### src/rtl/jp_pkg.sv
package jp_pkg;

    typedef enum logic [1:0] {
        ST_IDLE = 2'd0,
        ST_PFX  = 2'd1,
        ST_LO   = 2'd2,
        ST_HI   = 2'd3
    } jp_state_e;

    typedef enum logic [1:0] {
        K_IMM = 2'd0,
        K_HL  = 2'd1,
        K_IX  = 2'd2,
        K_IY  = 2'd3
    } jp_kind_e;

    localparam logic [7:0] OP_JP_IMM = 8'hC3;
    localparam logic [7:0] OP_JP_REG = 8'hE9;
    localparam logic [7:0] OP_PFX_X  = 8'hDD;
    localparam logic [7:0] OP_PFX_Y  = 8'hFD;

    localparam int LEN_IMM = 3;
    localparam int LEN_HL  = 1;
    localparam int LEN_IDX = 2;
    localparam int CYC_IMM = 10;
    localparam int CYC_HL  = 4;
    localparam int CYC_IDX = 8;

endpackage

### src/rtl/jp_cond_eval.sv
module jp_cond_eval (
    input  logic [2:0] ccc,
    input  logic       flag_s,
    input  logic       flag_z,
    input  logic       flag_pv,
    input  logic       flag_c,
    output logic       take
);
    logic [3:0] flag_vec;
    logic       picked;

    always_comb begin
        // ccc[2:1] selects the flag; ccc[0] selects the polarity that jumps
        flag_vec = {flag_s, flag_pv, flag_c, flag_z};
        picked   = flag_vec[ccc[2:1]];
        take     = (picked == ccc[0]);
    end
endmodule

### src/rtl/jp_target_sel.sv
module jp_target_sel
    import jp_pkg::*;
#(
    parameter int ADDR_W = 16
) (
    input  jp_kind_e          kind,
    input  logic              take,
    input  logic [ADDR_W-1:0] pc,
    input  logic [ADDR_W-1:0] hl,
    input  logic [ADDR_W-1:0] ix,
    input  logic [ADDR_W-1:0] iy,
    input  logic [ADDR_W-1:0] imm,
    output logic [ADDR_W-1:0] tgt
);
    localparam logic [ADDR_W-1:0] STEP_IMM = ADDR_W'(LEN_IMM);

    always_comb begin
        unique case (kind)
            K_IMM:   tgt = take ? imm : pc + STEP_IMM;
            K_HL:    tgt = hl;
            K_IX:    tgt = ix;
            default: tgt = iy;
        endcase
    end
endmodule

### src/rtl/abs_jump_unit.sv
module abs_jump_unit
    import jp_pkg::*;
#(
    parameter int BYTE_W = 8,
    parameter int LEN_W  = 2,
    parameter int CYC_W  = 4
) (
    input  logic                clk,
    input  logic                rst,
    input  logic                in_valid,
    input  logic [BYTE_W-1:0]   in_byte,
    input  logic [2*BYTE_W-1:0] pc_in,
    input  logic [2*BYTE_W-1:0] hl_in,
    input  logic [2*BYTE_W-1:0] ix_in,
    input  logic [2*BYTE_W-1:0] iy_in,
    input  logic                flag_s,
    input  logic                flag_z,
    input  logic                flag_pv,
    input  logic                flag_c,
    output logic                done,
    output logic [2*BYTE_W-1:0] pc_next,
    output logic [LEN_W-1:0]    instr_len,
    output logic [CYC_W-1:0]    cyc_count,
    output logic                unsup
);
    localparam int ADDR_W = 2 * BYTE_W;

    typedef struct packed {
        jp_state_e          st;
        logic               cond;
        logic [2:0]         ccc;
        logic               use_iy;
        logic [BYTE_W-1:0]  lo;
        logic               done;
        logic               unsup;
        logic [ADDR_W-1:0]  pc;
        logic [LEN_W-1:0]   len;
        logic [CYC_W-1:0]   cyc;
    } jp_regs_t;

    jp_regs_t          r_d, r_q;
    jp_kind_e          kind_c;
    logic              cond_true;
    logic              take_c;
    logic [ADDR_W-1:0] tgt_c;
    logic              is_cond_op;

    // Which target source the current byte would complete
    always_comb begin
        unique case (r_q.st)
            ST_HI:   kind_c = K_IMM;
            ST_PFX:  kind_c = r_q.use_iy ? K_IY : K_IX;
            default: kind_c = K_HL;
        endcase
    end

    jp_cond_eval u_cond (
        .ccc     (r_q.ccc),
        .flag_s  (flag_s),
        .flag_z  (flag_z),
        .flag_pv (flag_pv),
        .flag_c  (flag_c),
        .take    (cond_true)
    );

    assign take_c = !r_q.cond || cond_true;

    jp_target_sel #(.ADDR_W(ADDR_W)) u_tgt (
        .kind (kind_c),
        .take (take_c),
        .pc   (pc_in),
        .hl   (hl_in),
        .ix   (ix_in),
        .iy   (iy_in),
        .imm  ({in_byte, r_q.lo}),
        .tgt  (tgt_c)
    );

    assign is_cond_op = (in_byte[7:6] == 2'b11) && (in_byte[2:0] == 3'b010);

    always_comb begin
        r_d       = r_q;
        r_d.done  = 1'b0;
        r_d.unsup = 1'b0;
        if (in_valid) begin
            unique case (r_q.st)
                ST_IDLE: begin
                    if (in_byte == OP_JP_IMM) begin
                        r_d.st   = ST_LO;
                        r_d.cond = 1'b0;
                    end else if (is_cond_op) begin
                        r_d.st   = ST_LO;
                        r_d.cond = 1'b1;
                        r_d.ccc  = in_byte[5:3];
                    end else if (in_byte == OP_JP_REG) begin
                        r_d.done = 1'b1;
                        r_d.pc   = tgt_c;
                        r_d.len  = LEN_W'(LEN_HL);
                        r_d.cyc  = CYC_W'(CYC_HL);
                    end else if (in_byte == OP_PFX_X || in_byte == OP_PFX_Y) begin
                        r_d.st     = ST_PFX;
                        r_d.use_iy = (in_byte == OP_PFX_Y);
                    end else begin
                        r_d.unsup = 1'b1;
                        r_d.pc    = pc_in;
                    end
                end
                ST_PFX: begin
                    r_d.st = ST_IDLE;
                    if (in_byte == OP_JP_REG) begin
                        r_d.done = 1'b1;
                        r_d.pc   = tgt_c;
                        r_d.len  = LEN_W'(LEN_IDX);
                        r_d.cyc  = CYC_W'(CYC_IDX);
                    end else begin
                        r_d.unsup = 1'b1;
                        r_d.pc    = pc_in;
                    end
                end
                ST_LO: begin
                    r_d.lo = in_byte;
                    r_d.st = ST_HI;
                end
                default: begin
                    r_d.st   = ST_IDLE;
                    r_d.done = 1'b1;
                    r_d.pc   = tgt_c;
                    r_d.len  = LEN_W'(LEN_IMM);
                    r_d.cyc  = CYC_W'(CYC_IMM);
                end
            endcase
        end
    end

    always_ff @(posedge clk) begin
        if (rst) r_q <= '0;
        else     r_q <= r_d;
    end

    assign done      = r_q.done;
    assign unsup     = r_q.unsup;
    assign pc_next   = r_q.pc;
    assign instr_len = r_q.len;
    assign cyc_count = r_q.cyc;

endmodule

### config.mk
export PLATFORM = sky130hd
export DESIGN_NAME = abs_jump_unit
export DESIGN_NICKNAME = d
export VERILOG_FILES = /design/src/rtl/jp_pkg.sv /design/src/rtl/jp_cond_eval.sv /design/src/rtl/jp_target_sel.sv /design/src/rtl/abs_jump_unit.sv
export SDC_FILE = /design/constraint.sdc
export NUM_CORES = 1
export LEC_CHECK = 0
export BUFFER_PORTS_ARGS = -buffer_cell sky130_fd_sc_hd__buf_4
export CAP_MARGIN = 20
export CORE_ASPECT_RATIO = 0.5
export CORE_UTILIZATION = 46
export CTS_BUF_LIST = sky130_fd_sc_hd__clkbuf_4 sky130_fd_sc_hd__clkbuf_8 sky130_fd_sc_hd__clkbuf_16
export CTS_CLUSTER_SIZE = 30
export DETAILED_ROUTE_END_ITERATION = 10
export PLACE_DENSITY = 0.78
export REMOVE_ABC_BUFFERS = 1
export SYNTH_ARGS = -nofsm -noshare
export SYNTH_HDL_FRONTEND = slang
export SYNTH_SLANG_ARGS = --single-unit
### constraint.sdc
create_clock -name clk -period 1.9 [get_ports clk]
set_input_delay 0.285 -clock clk [delete_from_list [all_inputs] [get_ports clk]]
set_output_delay 0.285 -clock clk [all_outputs]
set_load 0.05 [all_outputs]
==> metrics.md <==
| Metric | Value |
|---|---|
| Die height | `57.7 µm` |
| Net Sw Frac | `0.294` |
| WP data arrival | `2.20 ns` |
| Reg clk slew, reported paths | `0.06 ns` |
| DR vias/cell | `6.06` |
| TritonCTS Buffers | `5` |
| Clk Latency, worst-skew pair | `roughly 0.29 ns` |
| Top cells by count, synth | `dfxtp_1, nor2_1, mux2i_1` |
| Port Buffer Count | `101` |
| Fmax | `511 MHz` |
| Antenna cells | `0` |
| Sw power | `0.000684 W` |
| CTS H-tree depth | `2` |
| Tcrit/Tclk final | `1.03` |
| Yosys cell types | `72` |
| CTS root buffer | `clkbuf_16` |
| Main flop type after synthesis | `dfxtp_1` |
| Pin slew with the least headroom to its limit | `0.620 ns` |
| Largest area contributor in the netlist | `dfxtp_1` |
| Ys async rst share | `0` |
| HP Class | `in -> reg` |
| Crit-path max FO | `9` |
| Die Span X | `113 µm` |
| Wire length per cell | `approximately 20 µm` |
| Max-slew headroom | `0.585` |
| First-pass GRT wire length | `16100 µm` |
| Seq/Total Area, Yosys | `0.260` |
| Synth Cell Area | `2850 µm²` |
| Yosys reg bits | `37` |
| RSZ-0062 raised after global routing | `true` |
| CP Capture Type | `flop` |
| Row count | `19` |
| Number of global-route vias before repair | `3054` |
| Number of flops mapped to enable cells by yosys | `0` |
| Core Area | `5730 µm²` |
| Nets | `537` |
| Fin crit period | `roughly 2.0 ns` |
| Failing checks | `negative setup slack` |
| Layout Cells excl Fill | `542` |
| CP Data Required Time | `2.14 ns` |
| Initial DRT Pass Iterations | `7` |
| Max-cap violations | `0` |
| Static Leak | `1.87 nW` |
| Drt drc | `0` |
| P&R area growth vs syn | `48.6%` |
| Largest net degree at the start of global routing | `19` |
| Post-Place Worst Slack | `-0.215 ns` |
| Gr ovfl total | `0` |
| Tot Pwr | `0.00232 W` |
| Initial antenna violation count | `0` |
| Hold-fix buffers, CTS | `0` |
| Crit start category | `flop` |
| Fillers | `around 440` |
| Final WL | `10600 µm` |
| Post-DP HPWL | `~7800 µm` |
| Pint | `0.00164 W` |
| Starting DRT DRC Count | `328` |
| FF+latch area | `746 µm²` |
| Most common cell in the netlist | `dfxtp_1` |
| Area contributors post-synth | `dfxtp_1, mux2i_1, buf_4, nor2_1, mux2_2` |
| Status | `finished, violations left` |
| Share of total power in combinational logic | `0.259` |
| Placed cells | `532` |
| Kind of critical path | `reg -> reg` |
| Antenna viol nets, final | `0` |
| Initial Util | `0.498` |
| Peak supply drop | `approximately 0.00035 V` |
| Global-route usage over all layers | `0.327` |
| Clk buf depth | `2` |
| Worst Slack Setup Final | `-0.0584 ns` |
| Syn_area_per_cell | `8.44 µm²` |
| Final slew viol count | `0` |
| Sink Count | `37` |
| Clock skew | `0.00697 ns` |
| Placer congestion estimate | `0.894` |
| Area of the multi-input gates | `1970 µm²` |
| Final hold vios | `0` |
| Routed vias | `between 3000 and 4000` |
| Clock share of power | `0.388` |
| CTS tree | `built` |
| Share of cells above drive strength 1 | `0.465` |
| Mapped Cells | `338` |
| YS warnings | `0` |
| Post-synth top area share | `0.260` |
| Final setup vio count | `3` |
| I/O pins | `a little over 100` |
| Die area | `between 6000 and 7000 µm²` |
| Seq pwr share | `0.353` |
| Power per cell area | `548 nW/µm²` |
-- state kept, by name, indices dropped and copies added, names as in the netlist --
name / count
instr_len: 2
done: 1
pc_next: 16
unsup: 1
cyc_count: 2
r_q: 15
-- power by group through the flow --
stage	clock network, W	logic, W	registers (W)
floorplan	0	0.000171	0.000924
global placement	0	0.000555	0.000835
detailed placement	0	0.000564	0.000836
CTS	0.000913	0.000574	0.000818
global route	0.000949	0.000632	0.000821
finish	0.000902	0.000602	0.000819
-- cell families after synthesis --
logic type | count (synthesis) | synth area share
buffers and inverters | 51 | 0.105
XOR/XNOR | 10 | 0.0307
other | 1 | 0.00131
AND/OR/NAND/NOR | 100 | 0.186
AO/OA/AOI/OAI | 103 | 0.283
adder cells (fa/ha/maj) | 1 | 0.00439
multiplexers | 35 | 0.129
flip-flops | 37 | 0.260
-- metrics by stage --
step                instance area, µm²  TNS [ns]   util  hold WS, ns
floorplan                         2580     -1.97      -        0.351
global placement                  3890    -0.419  0.679        0.447
detailed placement                3890     -1.65  0.679        0.456
CTS                               4100    -0.136  0.716        0.241
global route                      4240    -0.421  0.740        0.246
finish                            4240    -0.107  0.740        0.245
-- area by class of cell --
class                           count  area share
Clock buffer                        7      0.0360
Clock inverter                      1     0.00118
Inverter                            8     0.00708
Multi-Input combinational cell    250       0.465
Sequential cell                    37       0.176
Tap cell                           84      0.0248
Timing Repair Buffer              155       0.290
-- final timing paths --
path | from | endpoint | slack (ns) | cells past startpoint
worst max-delay path | r_q[38] | pc_next[11] | -0.06 | 8
worst min-delay path | rst | r_q[37] | 0.25 | 2
worst max register to register | r_q[38] | pc_next[11] | -0.06 | 8
worst min register to register | pc_next[2] | pc_next[2] | 0.47 | 1
-- per-layer routing --
layer  global-route usage  vias to the layer above  routed length, µm
met5                    0                        -                  0
met1                0.451                     1570               4650
met2                0.518                      196               4820
met3               0.0701                       24                966
met4                0.102                        0                211
li1                     -                     1496                  -
-- what timing repair did --
item | CTS | global route
gates resized for setup | 14 | 30
pin swaps | 5 | 18
setup endpoints to repair | 15 | 15
cloned | 0 | 0
hold endpoints to repair | 0 | 0
setup buffers | 1 | 1
-- cell usage in the layout (no fill, tap or decap), types with 8 or more instances in the layout --
cell type	netlist	routed
nor2_1	32	32
buf_4	23	147
a21oi_1	15	10
nand2_1	18	18
dfxtp_1	37	35
xor2_1	8	8
o21ai_1	4	10
mux2i_1	26	21
-- critical path, cell delays in order (launching register included) --
cell	delay [ns]
dfxtp_1	0.32
and2b_1	0.30
nand2b_1	0.08
o32ai_1	0.53
buf_4	0.23
buf_4	0.16
nand2_1	0.06
a21oi_1	0.12
a211o_1	0.10
No activity file was read; power rests on OpenSTA's default activity.
